**src/rtl/spd_pkg.sv**
```systemverilog
package spd_pkg;
   typedef enum logic [3:0] {
      ST_IDLE,
      ST_DEV,
      ST_DEV_ACK,
      ST_WORD,
      ST_WORD_ACK,
      ST_WDATA,
      ST_WDATA_ACK,
      ST_RDATA,
      ST_RD_ACK
   } spd_state_e;
endpackage

```
**src/rtl/spd_sync.sv**
```systemverilog
module spd_sync #(
   parameter int   STAGES    = 2,
   parameter logic RESET_VAL = 1'b1
) (
   input  logic clk,
   input  logic rst_n,
   input  logic d,
   output logic q
);
   logic [STAGES-1:0] chain;

   generate
      if (STAGES == 1) begin : g_single
         always_ff @(posedge clk or negedge rst_n) begin
            if (!rst_n) chain <= RESET_VAL;
            else        chain <= d;
         end
      end else begin : g_multi
         always_ff @(posedge clk or negedge rst_n) begin
            if (!rst_n) chain <= {STAGES{RESET_VAL}};
            else        chain <= {chain[STAGES-2:0], d};
         end
      end
   endgenerate

   assign q = chain[STAGES-1];
endmodule

```
**src/rtl/spd_line_monitor.sv**
```systemverilog
module spd_line_monitor #(
   parameter int STAGES = 2
) (
   input  logic clk,
   input  logic rst_n,
   input  logic scl_i,
   input  logic sda_i,
   output logic scl_rise,
   output logic scl_fall,
   output logic start_det,
   output logic stop_det,
   output logic sda_lvl
);
   logic scl_s, sda_s, scl_q, sda_q;

   spd_sync #(.STAGES(STAGES), .RESET_VAL(1'b1)) u_scl_sync (
      .clk(clk), .rst_n(rst_n), .d(scl_i), .q(scl_s));
   spd_sync #(.STAGES(STAGES), .RESET_VAL(1'b1)) u_sda_sync (
      .clk(clk), .rst_n(rst_n), .d(sda_i), .q(sda_s));

   always_ff @(posedge clk or negedge rst_n) begin
      if (!rst_n) begin
         scl_q <= 1'b1;
         sda_q <= 1'b1;
      end else begin
         scl_q <= scl_s;
         sda_q <= sda_s;
      end
   end

   assign scl_rise  = scl_s & ~scl_q;
   assign scl_fall  = ~scl_s & scl_q;
   assign start_det = scl_s & scl_q & sda_q & ~sda_s;
   assign stop_det  = scl_s & scl_q & ~sda_q & sda_s;
   assign sda_lvl   = sda_s;
endmodule

```
**src/rtl/spd_protocol_fsm.sv**
```systemverilog
module spd_protocol_fsm
   import spd_pkg::*;
#(
   parameter int         AW     = 8,
   parameter logic [3:0] DEV_HI = 4'b1010
) (
   input  logic          clk,
   input  logic          rst_n,
   input  logic          scl_rise,
   input  logic          scl_fall,
   input  logic          start_det,
   input  logic          stop_det,
   input  logic          sda_in,
   input  logic [2:0]    strap_i,
   input  logic [7:0]    rd_data,
   output logic          wr_req,
   output logic [AW-1:0] wr_addr,
   output logic [7:0]    wr_data,
   output logic [AW-1:0] rd_addr,
   output logic          sda_low
);
   localparam logic [AW-1:0] PTR_ONE  = AW'(1);
   localparam logic [3:0]    BIT_LAST = 4'd8;

   spd_state_e    state;
   logic [3:0]    cnt;
   logic [7:0]    sh_in;
   logic [7:0]    sh_out;
   logic [AW-1:0] ptr;
   logic          rw;
   logic          mnack;

   always_ff @(posedge clk or negedge rst_n) begin
      if (!rst_n) begin
         state   <= ST_IDLE;
         cnt     <= '0;
         sh_in   <= '0;
         sh_out  <= '0;
         ptr     <= '0;
         rw      <= 1'b0;
         mnack   <= 1'b1;
         sda_low <= 1'b0;
         wr_req  <= 1'b0;
         wr_addr <= '0;
         wr_data <= '0;
      end else begin
         wr_req <= 1'b0;
         if (stop_det) begin
            state   <= ST_IDLE;
            sda_low <= 1'b0;
         end else if (start_det) begin
            state   <= ST_DEV;
            cnt     <= '0;
            sda_low <= 1'b0;
         end else begin
            case (state)
               ST_DEV, ST_WORD, ST_WDATA: begin
                  if (scl_rise && cnt < BIT_LAST) begin
                     sh_in <= {sh_in[6:0], sda_in};
                     cnt   <= cnt + 4'd1;
                  end else if (scl_fall && cnt == BIT_LAST) begin
                     cnt <= '0;
                     if (state == ST_DEV) begin
                        if (sh_in[7:1] == {DEV_HI, strap_i}) begin
                           rw      <= sh_in[0];
                           state   <= ST_DEV_ACK;
                           sda_low <= 1'b1;
                        end else begin
                           state <= ST_IDLE;
                        end
                     end else if (state == ST_WORD) begin
                        ptr     <= sh_in[AW-1:0];
                        state   <= ST_WORD_ACK;
                        sda_low <= 1'b1;
                     end else begin
                        wr_req  <= 1'b1;
                        wr_addr <= ptr;
                        wr_data <= sh_in;
                        ptr     <= ptr + PTR_ONE;
                        state   <= ST_WDATA_ACK;
                        sda_low <= 1'b1;
                     end
                  end
               end
               ST_DEV_ACK: begin
                  if (scl_fall) begin
                     if (rw) begin
                        sh_out  <= rd_data;
                        sda_low <= ~rd_data[7];
                        state   <= ST_RDATA;
                     end else begin
                        sda_low <= 1'b0;
                        state   <= ST_WORD;
                     end
                  end
               end
               ST_WORD_ACK, ST_WDATA_ACK: begin
                  if (scl_fall) begin
                     sda_low <= 1'b0;
                     state   <= ST_WDATA;
                  end
               end
               ST_RDATA: begin
                  if (scl_rise && cnt < BIT_LAST) begin
                     cnt <= cnt + 4'd1;
                  end else if (scl_fall) begin
                     if (cnt == BIT_LAST) begin
                        sda_low <= 1'b0;
                        ptr     <= ptr + PTR_ONE;
                        cnt     <= '0;
                        state   <= ST_RD_ACK;
                     end else begin
                        sh_out  <= {sh_out[6:0], 1'b0};
                        sda_low <= ~sh_out[6];
                     end
                  end
               end
               ST_RD_ACK: begin
                  if (scl_rise) begin
                     mnack <= sda_in;
                  end else if (scl_fall) begin
                     if (!mnack) begin
                        sh_out  <= rd_data;
                        sda_low <= ~rd_data[7];
                        state   <= ST_RDATA;
                     end else begin
                        state <= ST_IDLE;
                     end
                  end
               end
               default: ;
            endcase
         end
      end
   end

   assign rd_addr = ptr;

   // an idle target never holds the data line
   p_idle_quiet_r1: assert property (@(posedge clk) disable iff (!rst_n)
      state == ST_IDLE |-> !sda_low);

   // a stop condition drops the transfer and frees the line
   p_stop_abort_r8: assert property (@(posedge clk) disable iff (!rst_n)
      stop_det |=> (state == ST_IDLE && !sda_low));

   // a (repeated) start always opens a fresh address phase
   p_start_restart_r8: assert property (@(posedge clk) disable iff (!rst_n)
      (start_det && !stop_det) |=> (state == ST_DEV && cnt == 4'd0));

   // every acknowledge slot the target owns pulls the line low
   p_ack_drive_r2: assert property (@(posedge clk) disable iff (!rst_n)
      (state == ST_DEV_ACK || state == ST_WORD_ACK || state == ST_WDATA_ACK) |-> sda_low);

   // the pointer has moved one past the byte just handed to the array
   p_wr_incr_r4: assert property (@(posedge clk) disable iff (!rst_n)
      wr_req |-> ptr == wr_addr + PTR_ONE);

   // the master's acknowledge slot is never driven by the target
   p_rdack_release_r9: assert property (@(posedge clk) disable iff (!rst_n)
      state == ST_RD_ACK |-> !sda_low);
endmodule

```
**src/rtl/spd_byte_store.sv**
```systemverilog
module spd_byte_store #(
   parameter int                   DEPTH      = 256,
   parameter int                   AW         = 8,
   parameter bit                   MAKER_LOCK = 1'b0,
   parameter logic [8*DEPTH-1:0]   INIT       = '0
) (
   input  logic          clk,
   input  logic          rst_n,
   input  logic          wp_i,
   input  logic          wr_req,
   input  logic [AW-1:0] wr_addr,
   input  logic [7:0]    wr_data,
   input  logic [AW-1:0] rd_addr,
   output logic [7:0]    rd_data
);
   logic [7:0] mem [DEPTH];
   logic       region_ok;
   logic       wr_commit;

   generate
      if (MAKER_LOCK) begin : g_locked
         assign region_ok = wr_addr[AW-1];
      end else begin : g_open
         assign region_ok = 1'b1;
      end
   endgenerate

   assign wr_commit = wr_req & ~wp_i & region_ok;

   always_ff @(posedge clk or negedge rst_n) begin
      if (!rst_n) begin
         for (int i = 0; i < DEPTH; i++) mem[i] <= INIT[8*i +: 8];
      end else if (wr_commit) begin
         mem[wr_addr] <= wr_data;
      end
   end

   assign rd_data = mem[rd_addr];

   // a protected write leaves the addressed byte as it was
   p_wp_hold_r5: assert property (@(posedge clk) disable iff (!rst_n)
      (wr_req && wp_i) |=> mem[$past(wr_addr)] == $past(mem[wr_addr]));

   // an unprotected write into the customer half lands
   p_wr_lands_r2: assert property (@(posedge clk) disable iff (!rst_n)
      (wr_req && !wp_i && wr_addr[AW-1]) |=> mem[$past(wr_addr)] == $past(wr_data));

   generate
      if (MAKER_LOCK) begin : g_lock_chk
         // maker half is read-only in the locked variant
         p_maker_lock_r6: assert property (@(posedge clk) disable iff (!rst_n)
            (wr_req && !wr_addr[AW-1]) |=> mem[$past(wr_addr)] == $past(mem[wr_addr]));
      end
   endgenerate
endmodule

```
**src/rtl/spd_eeprom_target.sv**
```systemverilog
module spd_eeprom_target #(
   parameter int                 DEPTH       = 256,
   parameter logic [3:0]         DEV_HI      = 4'b1010,
   parameter int                 SYNC_STAGES = 2,
   parameter bit                 MAKER_LOCK  = 1'b0,
   parameter logic [8*DEPTH-1:0] INIT        = '0
) (
   input  logic       clk,
   input  logic       rst_n,
   input  logic       scl_i,
   input  logic       sda_i,
   output logic       sda_drive_low_o,
   input  logic [2:0] strap_i,
   input  logic       wp_i
);
   localparam int AW = $clog2(DEPTH);

   generate
      if (DEPTH < 2 || (1 << AW) != DEPTH) begin : g_bad_depth
         $error("DEPTH must be a power of two of at least 2");
      end
      if (AW > 8) begin : g_bad_aw
         $error("DEPTH must fit a one-byte word address");
      end
      if (SYNC_STAGES < 1) begin : g_bad_sync
         $error("SYNC_STAGES must be at least 1");
      end
   endgenerate

   logic          scl_rise, scl_fall, start_det, stop_det, sda_lvl;
   logic          wr_req;
   logic [AW-1:0] wr_addr, rd_addr;
   logic [7:0]    wr_data, rd_data;

   spd_line_monitor #(.STAGES(SYNC_STAGES)) u_mon (
      .clk(clk), .rst_n(rst_n), .scl_i(scl_i), .sda_i(sda_i),
      .scl_rise(scl_rise), .scl_fall(scl_fall),
      .start_det(start_det), .stop_det(stop_det), .sda_lvl(sda_lvl));

   spd_protocol_fsm #(.AW(AW), .DEV_HI(DEV_HI)) u_fsm (
      .clk(clk), .rst_n(rst_n), .scl_rise(scl_rise), .scl_fall(scl_fall),
      .start_det(start_det), .stop_det(stop_det), .sda_in(sda_lvl),
      .strap_i(strap_i), .rd_data(rd_data), .wr_req(wr_req),
      .wr_addr(wr_addr), .wr_data(wr_data), .rd_addr(rd_addr),
      .sda_low(sda_drive_low_o));

   spd_byte_store #(.DEPTH(DEPTH), .AW(AW), .MAKER_LOCK(MAKER_LOCK), .INIT(INIT)) u_store (
      .clk(clk), .rst_n(rst_n), .wp_i(wp_i), .wr_req(wr_req),
      .wr_addr(wr_addr), .wr_data(wr_data), .rd_addr(rd_addr),
      .rd_data(rd_data));
endmodule

```
**config.mk**
```make
export PLATFORM = sky130hd
export DESIGN_NAME = spd_eeprom_target
export DESIGN_NICKNAME = d
export VERILOG_FILES = /design/src/rtl/spd_pkg.sv /design/src/rtl/spd_sync.sv /design/src/rtl/spd_line_monitor.sv /design/src/rtl/spd_protocol_fsm.sv /design/src/rtl/spd_byte_store.sv /design/src/rtl/spd_eeprom_target.sv
export SDC_FILE = /design/constraint.sdc
export NUM_CORES = 2
export LEC_CHECK = 0
export CAP_MARGIN = 20
export CORE_MARGIN = 2
export CORE_UTILIZATION = 50
export CTS_BUF_LIST = sky130_fd_sc_hd__clkbuf_8
export CTS_CLUSTER_DIAMETER = 30
export DETAILED_ROUTE_END_ITERATION = 16
export PLACE_DENSITY = 0.67
export RECOVER_POWER = 50
export SKIP_LAST_GASP = 1
export SLEW_MARGIN = 10
export SYNTH_ARGS = -nofsm -noshare
export SYNTH_HDL_FRONTEND = slang
export SYNTH_SLANG_ARGS = --single-unit
```
**constraint.sdc**
```tcl
create_clock -name clk -period 2.2 [get_ports clk]
set_input_delay 0.55 -clock clk [delete_from_list [all_inputs] [get_ports clk]]
set_output_delay 0.55 -clock clk [all_outputs]
set_load 0.005 [all_outputs]
```
* Word level (Yosys, flattened, before mapping)
Index checks and enable logic that the tools add are counted.
Word-level totals: input port bits 8, logic and storage cells 423, flip-flop bits (word level) 2105
Cells by class: reductions and logical operators 18, bitwise operators 22, $lt $le $gt $ge 4, eq/ne operators 36, add/sub/neg operators 2, muxes and demuxes 70
Operator list (count):
- $bwmux 2048 | 1
- $mux 8 | 10
- $mux 4 | 18
- $bmux 8 s8 | 1
- $demux 8 s8 | 1
- $mux 7 | 8
- $ne 4x3->1 const B | 6
- $mux 1 | 22
- $reduce_and 11->1 | 2
- $pmux 7 s3 | 1
- $pmux 4 s5 | 1
- $ge 9x9->1 const B | 2
- $not 8->9 | 2
- $eq 4x3->1 const B | 4
- $ne 4x4->1 const B | 4
- $pmux 8 s2 | 1
- $reduce_and 7->1 | 2
- $ne 2x1->1 const B | 6
- $ne 2x2->1 const B | 6
- $ne 4x2->1 const B | 3
- $not 1->1 | 12
- $reduce_and 10->1 | 1
- $lt 9x1->1 const B | 1
- $reduce_and 9->1 | 1
- other kinds (21) | 36

* Longest topological paths before layout
word-level depth 11, depth in mapped cells 13, depth with buffers taken out 9

* Modules after synthesis
Synthesis repeated with hierarchy kept, for this count alone.
Second synthesis, totals: cell total of the unflattened synthesis 6282, area total of the unflattened synthesis 96699.0 µm²
By module, submodules not included:
- spd_byte_store | sequential area each 51249.2 µm², times used 1, cells an instance 6018, area each 93843.8 µm²
- spd_protocol_fsm | sequential area each 1277.5 µm², times used 1, cells an instance 254, area each 2665.1 µm²
- spd_sync | sequential area each 52.6 µm², times used 2, cells an instance 2, area each 52.6 µm²
- spd_line_monitor | sequential area each 52.6 µm², times used 1, cells an instance 6, area each 85.1 µm²

* Worst setup path before layout
No wires, ideal clock.
path type input-to-reg, start point in wp_i, end point reg u_store.mem[1048] (netlist name), setup time 0.125 ns, buffers on the path 2, cell stages on the path 8, setup slack -0.279 ns, arrival 2.354 ns, cells stage by stage nand2b_1 -> or3_1 -> clkbuf_1 -> inv_1 -> nand3_1 -> buf_1 -> nor2_2 -> mux2_2
On the way: cells in the longest elaborated chain, start to end 2
Ends and longest elaborated chain:
- start: declaration | line spd_eeprom_target.sv:14 | input logic wp_i
- $not 1->1 | line spd_byte_store.sv:28 | assign wr_commit = wr_req & ~wp_i & region_ok;
- $and 1x1->1 | line spd_byte_store.sv:28
- end signal: indexed assignment | line spd_byte_store.sv:34 | mem[wr_addr] <= wr_data;
- end: declaration | line spd_byte_store.sv:16 | logic [7:0] mem [DEPTH];
Every way passes these cells. A chain may end at the register's enable or synchronous reset.

* Worst setup path after layout
start point reg u_fsm.ptr[0] (netlist: u_fsm.rd_addr[0]), end point reg u_fsm.sh_out[2]
On the way: cells in the longest elaborated chain, start to end 8
Ends and longest elaborated chain:
- start: declaration | line spd_protocol_fsm.sv:29 | logic [AW-1:0] ptr;
- start signal: assignment | line spd_protocol_fsm.sv:72 | ptr <= sh_in[AW-1:0];
- start signal: assignment | line spd_protocol_fsm.sv:79 | ptr <= ptr + PTR_ONE;
- start signal: assignment | line spd_protocol_fsm.sv:109 | ptr <= ptr + PTR_ONE;
- $not 8->9 (not written as such) (*) | line spd_byte_store.sv:38 | assign rd_data = mem[rd_addr];
- $bmux 8 s8 (*) | line spd_byte_store.sv:38
- $mux 8 (not written as such) (*) (2 in series) | line spd_byte_store.sv:38
- $mux 7 | line spd_protocol_fsm.sv:122 | if (!mnack) begin
- $mux 7 | line spd_protocol_fsm.sv:121 | end else if (scl_fall) begin
- $mux 7 | line spd_protocol_fsm.sv:119 | if (scl_rise) begin
- $pmux 7 s3 (*) | line spd_protocol_fsm.sv:56 | case (state)
- end signal: assignment | line spd_protocol_fsm.sv:88 | sh_out <= rd_data;
- end signal: assignment | line spd_protocol_fsm.sv:113 | sh_out <= {sh_out[6:0], 1'b0};
- end signal: assignment | line spd_protocol_fsm.sv:123 | sh_out <= rd_data;
- end: declaration | line spd_protocol_fsm.sv:28 | logic [7:0] sh_out;
Mark *: on every way between the ends. The rest lies on a longest branch, timed or not. The select of a mux whose other input is x is not followed.

==> out/results.ini <==
[outcome]
status = complete, but fails checks
violations = max-capacitance violations, max-slew violations, negative setup slack

[logic_synthesis]
yosysTopAreaCellShare_pct = 53.9
syn_area_um2 = 97300
async_reset_ff_share_pct = 100
avgSynthCellArea_um2 = 14.9
synth_edf_count = 0
synth_cell_types = 80
ys_seq_area_share_pct = 54.1
yosysTopAreaCell = dfrtp_1
synthesis.nets = 6550
ys_warn_count = 0
synth_common_cells = dfrtp_1 (2098), mux2_2 (2082), mux2i_1 (323), clkbuf_1 (318), mux4_2 (306)
yosysMostFrequentCell = dfrtp_1
synth_top_flop_cell = dfrtp_1
ys_ff_latch = 2105
synthCells = 6539
synth_area_leaders = dfrtp_1 (54%), mux2_2 (24%), mux4_2 (7.1%)

[layout]
drive_above_1_share_pct = 55.7
final_net_count = 7622
syn_to_final_growth_pct = 23.4

[grt]
grt_pass1_vias = 66900
antenna_found_initial = 14
overflow = 0
grt_max_degree = 102
grt_pass1_wl_um = 441000
grtUsageTotal_pct = 29.7

[route]
drc_errors = 0
drtIter0Drc = 4907
detail_route.wl_per_cell_um = 28.0
drtAntennaViolNets = 0
via_per_inst = 6.10
finalWirelength_um = 294000
vias = 64000
first_pass_iters = 7

[timing]
period_minus_slack_ns = 3.06
rsz0062_at_grt = true
clock_skew_ns = 0.0769
tns_ns = -164.54
fmax_ghz = 0.327
finalSetupViolCount = 1148
worstMarginPinSlew_ns = 2.06
worst_slack_ns = -0.855
maxSlewViolCount = 35
relSlewSlack_pct = -37.2
hold_violations = 0
period_share_pct = 139

[cts]
clk_pin_slew_ns = 0.06
numCtsBuffers = 458
clkLatencyLatePin_ns = 1.11
cts_max_level = 5
cts_tree = done
clock_sinks = 2105
clock_path_buffers = 4
clock-root-buffer = clkbuf_8

[worst_setup_path]
critPathLaunchType = flip-flop
cp_data_required_time_ns = 3.16
cp_max_fo = 8
path_class = reg2reg
cpPeakStageDelay_ns = 0.53
cp.arrival_ns = 4.02
crit_top_cell = buf_12
end_kind = flip-flop
slowest_stage = mux4_2
cp_cell_sequence = buf_12, buf_12, buf_12, mux4_2, mux2i_2, buf_4, nor3_4, nor4_2, buf_4, a311o_1, a21o_1, o31ai_2

[die]
die_h_um = 445
coreArea_um2 = 193000
ioPinCount = 9
rows = 161
start_util_pct = 50.4
chipWidth_um = 445
dieArea_um2 = 198000

[pwr]
p_leak_nw = 57.1
powerDensity_nw_per_um2 = 738
ir_drop_uv = 710
power_mw = 88.7

[placed_design]
place.port_buffers = 8
gp_congestion = 0.905
dp_hpwl_um = 196000

[run]
maxCapViolCount = 1

[worst_hold_path]
hp-class = reg2reg

==> per-stage QoR <==
step	area [um2]	worst slack [ns]	utilization, %	hold WS [ns]	cells
after floorplan	97500	-0.172	-	0.254	6539
after global placement	108000	-1.40	55.9	0.351	9613
after detailed placement	108000	-1.37	55.9	0.352	9613
after CTS	120000	-0.846	62.0	0.0492	10500
after global routing	120000	-0.877	62.3	0.368	10500
final	120000	-0.855	62.3	0.365	10500
==> critical path: cells and delay by family, from the launching register on <==
kind,cells,cell delay (ns)
compound gates,3,0.54
flops,1,0.51
simple gates,2,0.29
mux,2,0.72
buf+inv,5,0.82
==> layout by cell type, fill, tap and decap left out, types with 14 or more instances in the layout <==
cell type	count
a21oi_1	111
nor2_4	28
mux2i_1	316
nand2b_1	16
mux4_2	313
clkbuf_8	562
mux4_1	51
buf_6	37
buf_12	176
nand2_2	16
o22ai_1	50
o21ai_0	61
nand3_1	41
buf_4	837
nor3_1	32
nor2_1	115
a31oi_1	14
mux2_2	2082
a211oi_1	14
bufinv_16	52
nand2_1	232
clkinv_2	83
o221ai_1	120
inv_1	84
buf_16	14
dfrtp_1	2081
clkinvlp_4	29
a22oi_1	35
==> state kept, by name (all words and copies together), names as in the netlist <==
name                    flops
u_mon.u_sda_sync.chain      2
u_mon.scl_q                 1
u_fsm.sda_low               1
u_fsm.state                 4
u_fsm.wr_addr               8
u_fsm.wr_req                1
u_fsm.rw                    1
u_fsm.mnack                 1
u_fsm.rd_addr               8
u_fsm.sh_out                7
u_fsm.sh_in                 8
u_fsm.wr_data               8
u_mon.u_scl_sync.chain      2
u_fsm.cnt                   4
u_store.mem              2048
u_mon.sda_q                 1
==> per-layer routing <==
layer	part of all wire, %	up-vias	wire [um]	GRT usage, %
li1	-	26900	-	-
met1	42	34200	124000	40.7
met2	47	2340	137000	46.1
met3	7.0	639	20400	6.21
met4	4.3	12	12600	12.5
met5	0.027	-	80	0
==> path summary, 6_finish.rpt <==
path                                                   to                 startpoint  depth (start not counted)  slack [ns]
max in group asynchronous               u_store.mem[1760]                      rst_n                          4       -0.35
worst max register to register            u_fsm.sh_out[2]           u_fsm.rd_addr[0]                         12       -0.86
worst max-delay path                      u_fsm.sh_out[2]           u_fsm.rd_addr[0]                         12       -0.86
min in group asynchronous               u_store.mem[1290]                      rst_n                          2        0.62
worst min register to register  u_mon.u_scl_sync.chain[1]  u_mon.u_scl_sync.chain[0]                          0        0.36
worst min-delay path            u_mon.u_scl_sync.chain[1]  u_mon.u_scl_sync.chain[0]                          0        0.36
==> area by class of cell <==
class                   instances  area, um2
repair buffers               1109      11200
clock buffers                 561       7720
fillers                     14300      72800
multi-input cells            3924      42700
well taps                    2526       3160
inverters                      13       58.8
diodes                          5       12.5
flip-flops and latches       2105      52700
clock inverters               252       2600
==> cells by family after synthesis <==
family,count (synthesis),synth area share [%]
AND/OR/NAND/NOR,604,2.82
flip-flops,2105,54.1
AO/OA/AOI/OAI,544,3.85
multiplexers,2769,36.1
buffers and inverters,510,3.07
adder cells (fa/ha/maj),3,0.0386
XOR/XNOR,4,0.0360
==> power by group <==
part	internal, mW	switching [mW]
clock	29.1	18.2
sequential	38.9	0.152
combinational	0.755	1.46
total	68.8	19.8
==> repair_timing <==
item | in CTS | in global routing
hold buffers | 4 | 0
setup endpoints to repair | 178 | 352
pin swaps | 29 | 30
gates cloned | 10 | 1
endpoints found under the hold margin | 1227 | 0
buffers inserted | 37 | 21
resized for setup | 154 | 134
No activity file was read; power rests on OpenSTA's default activity.
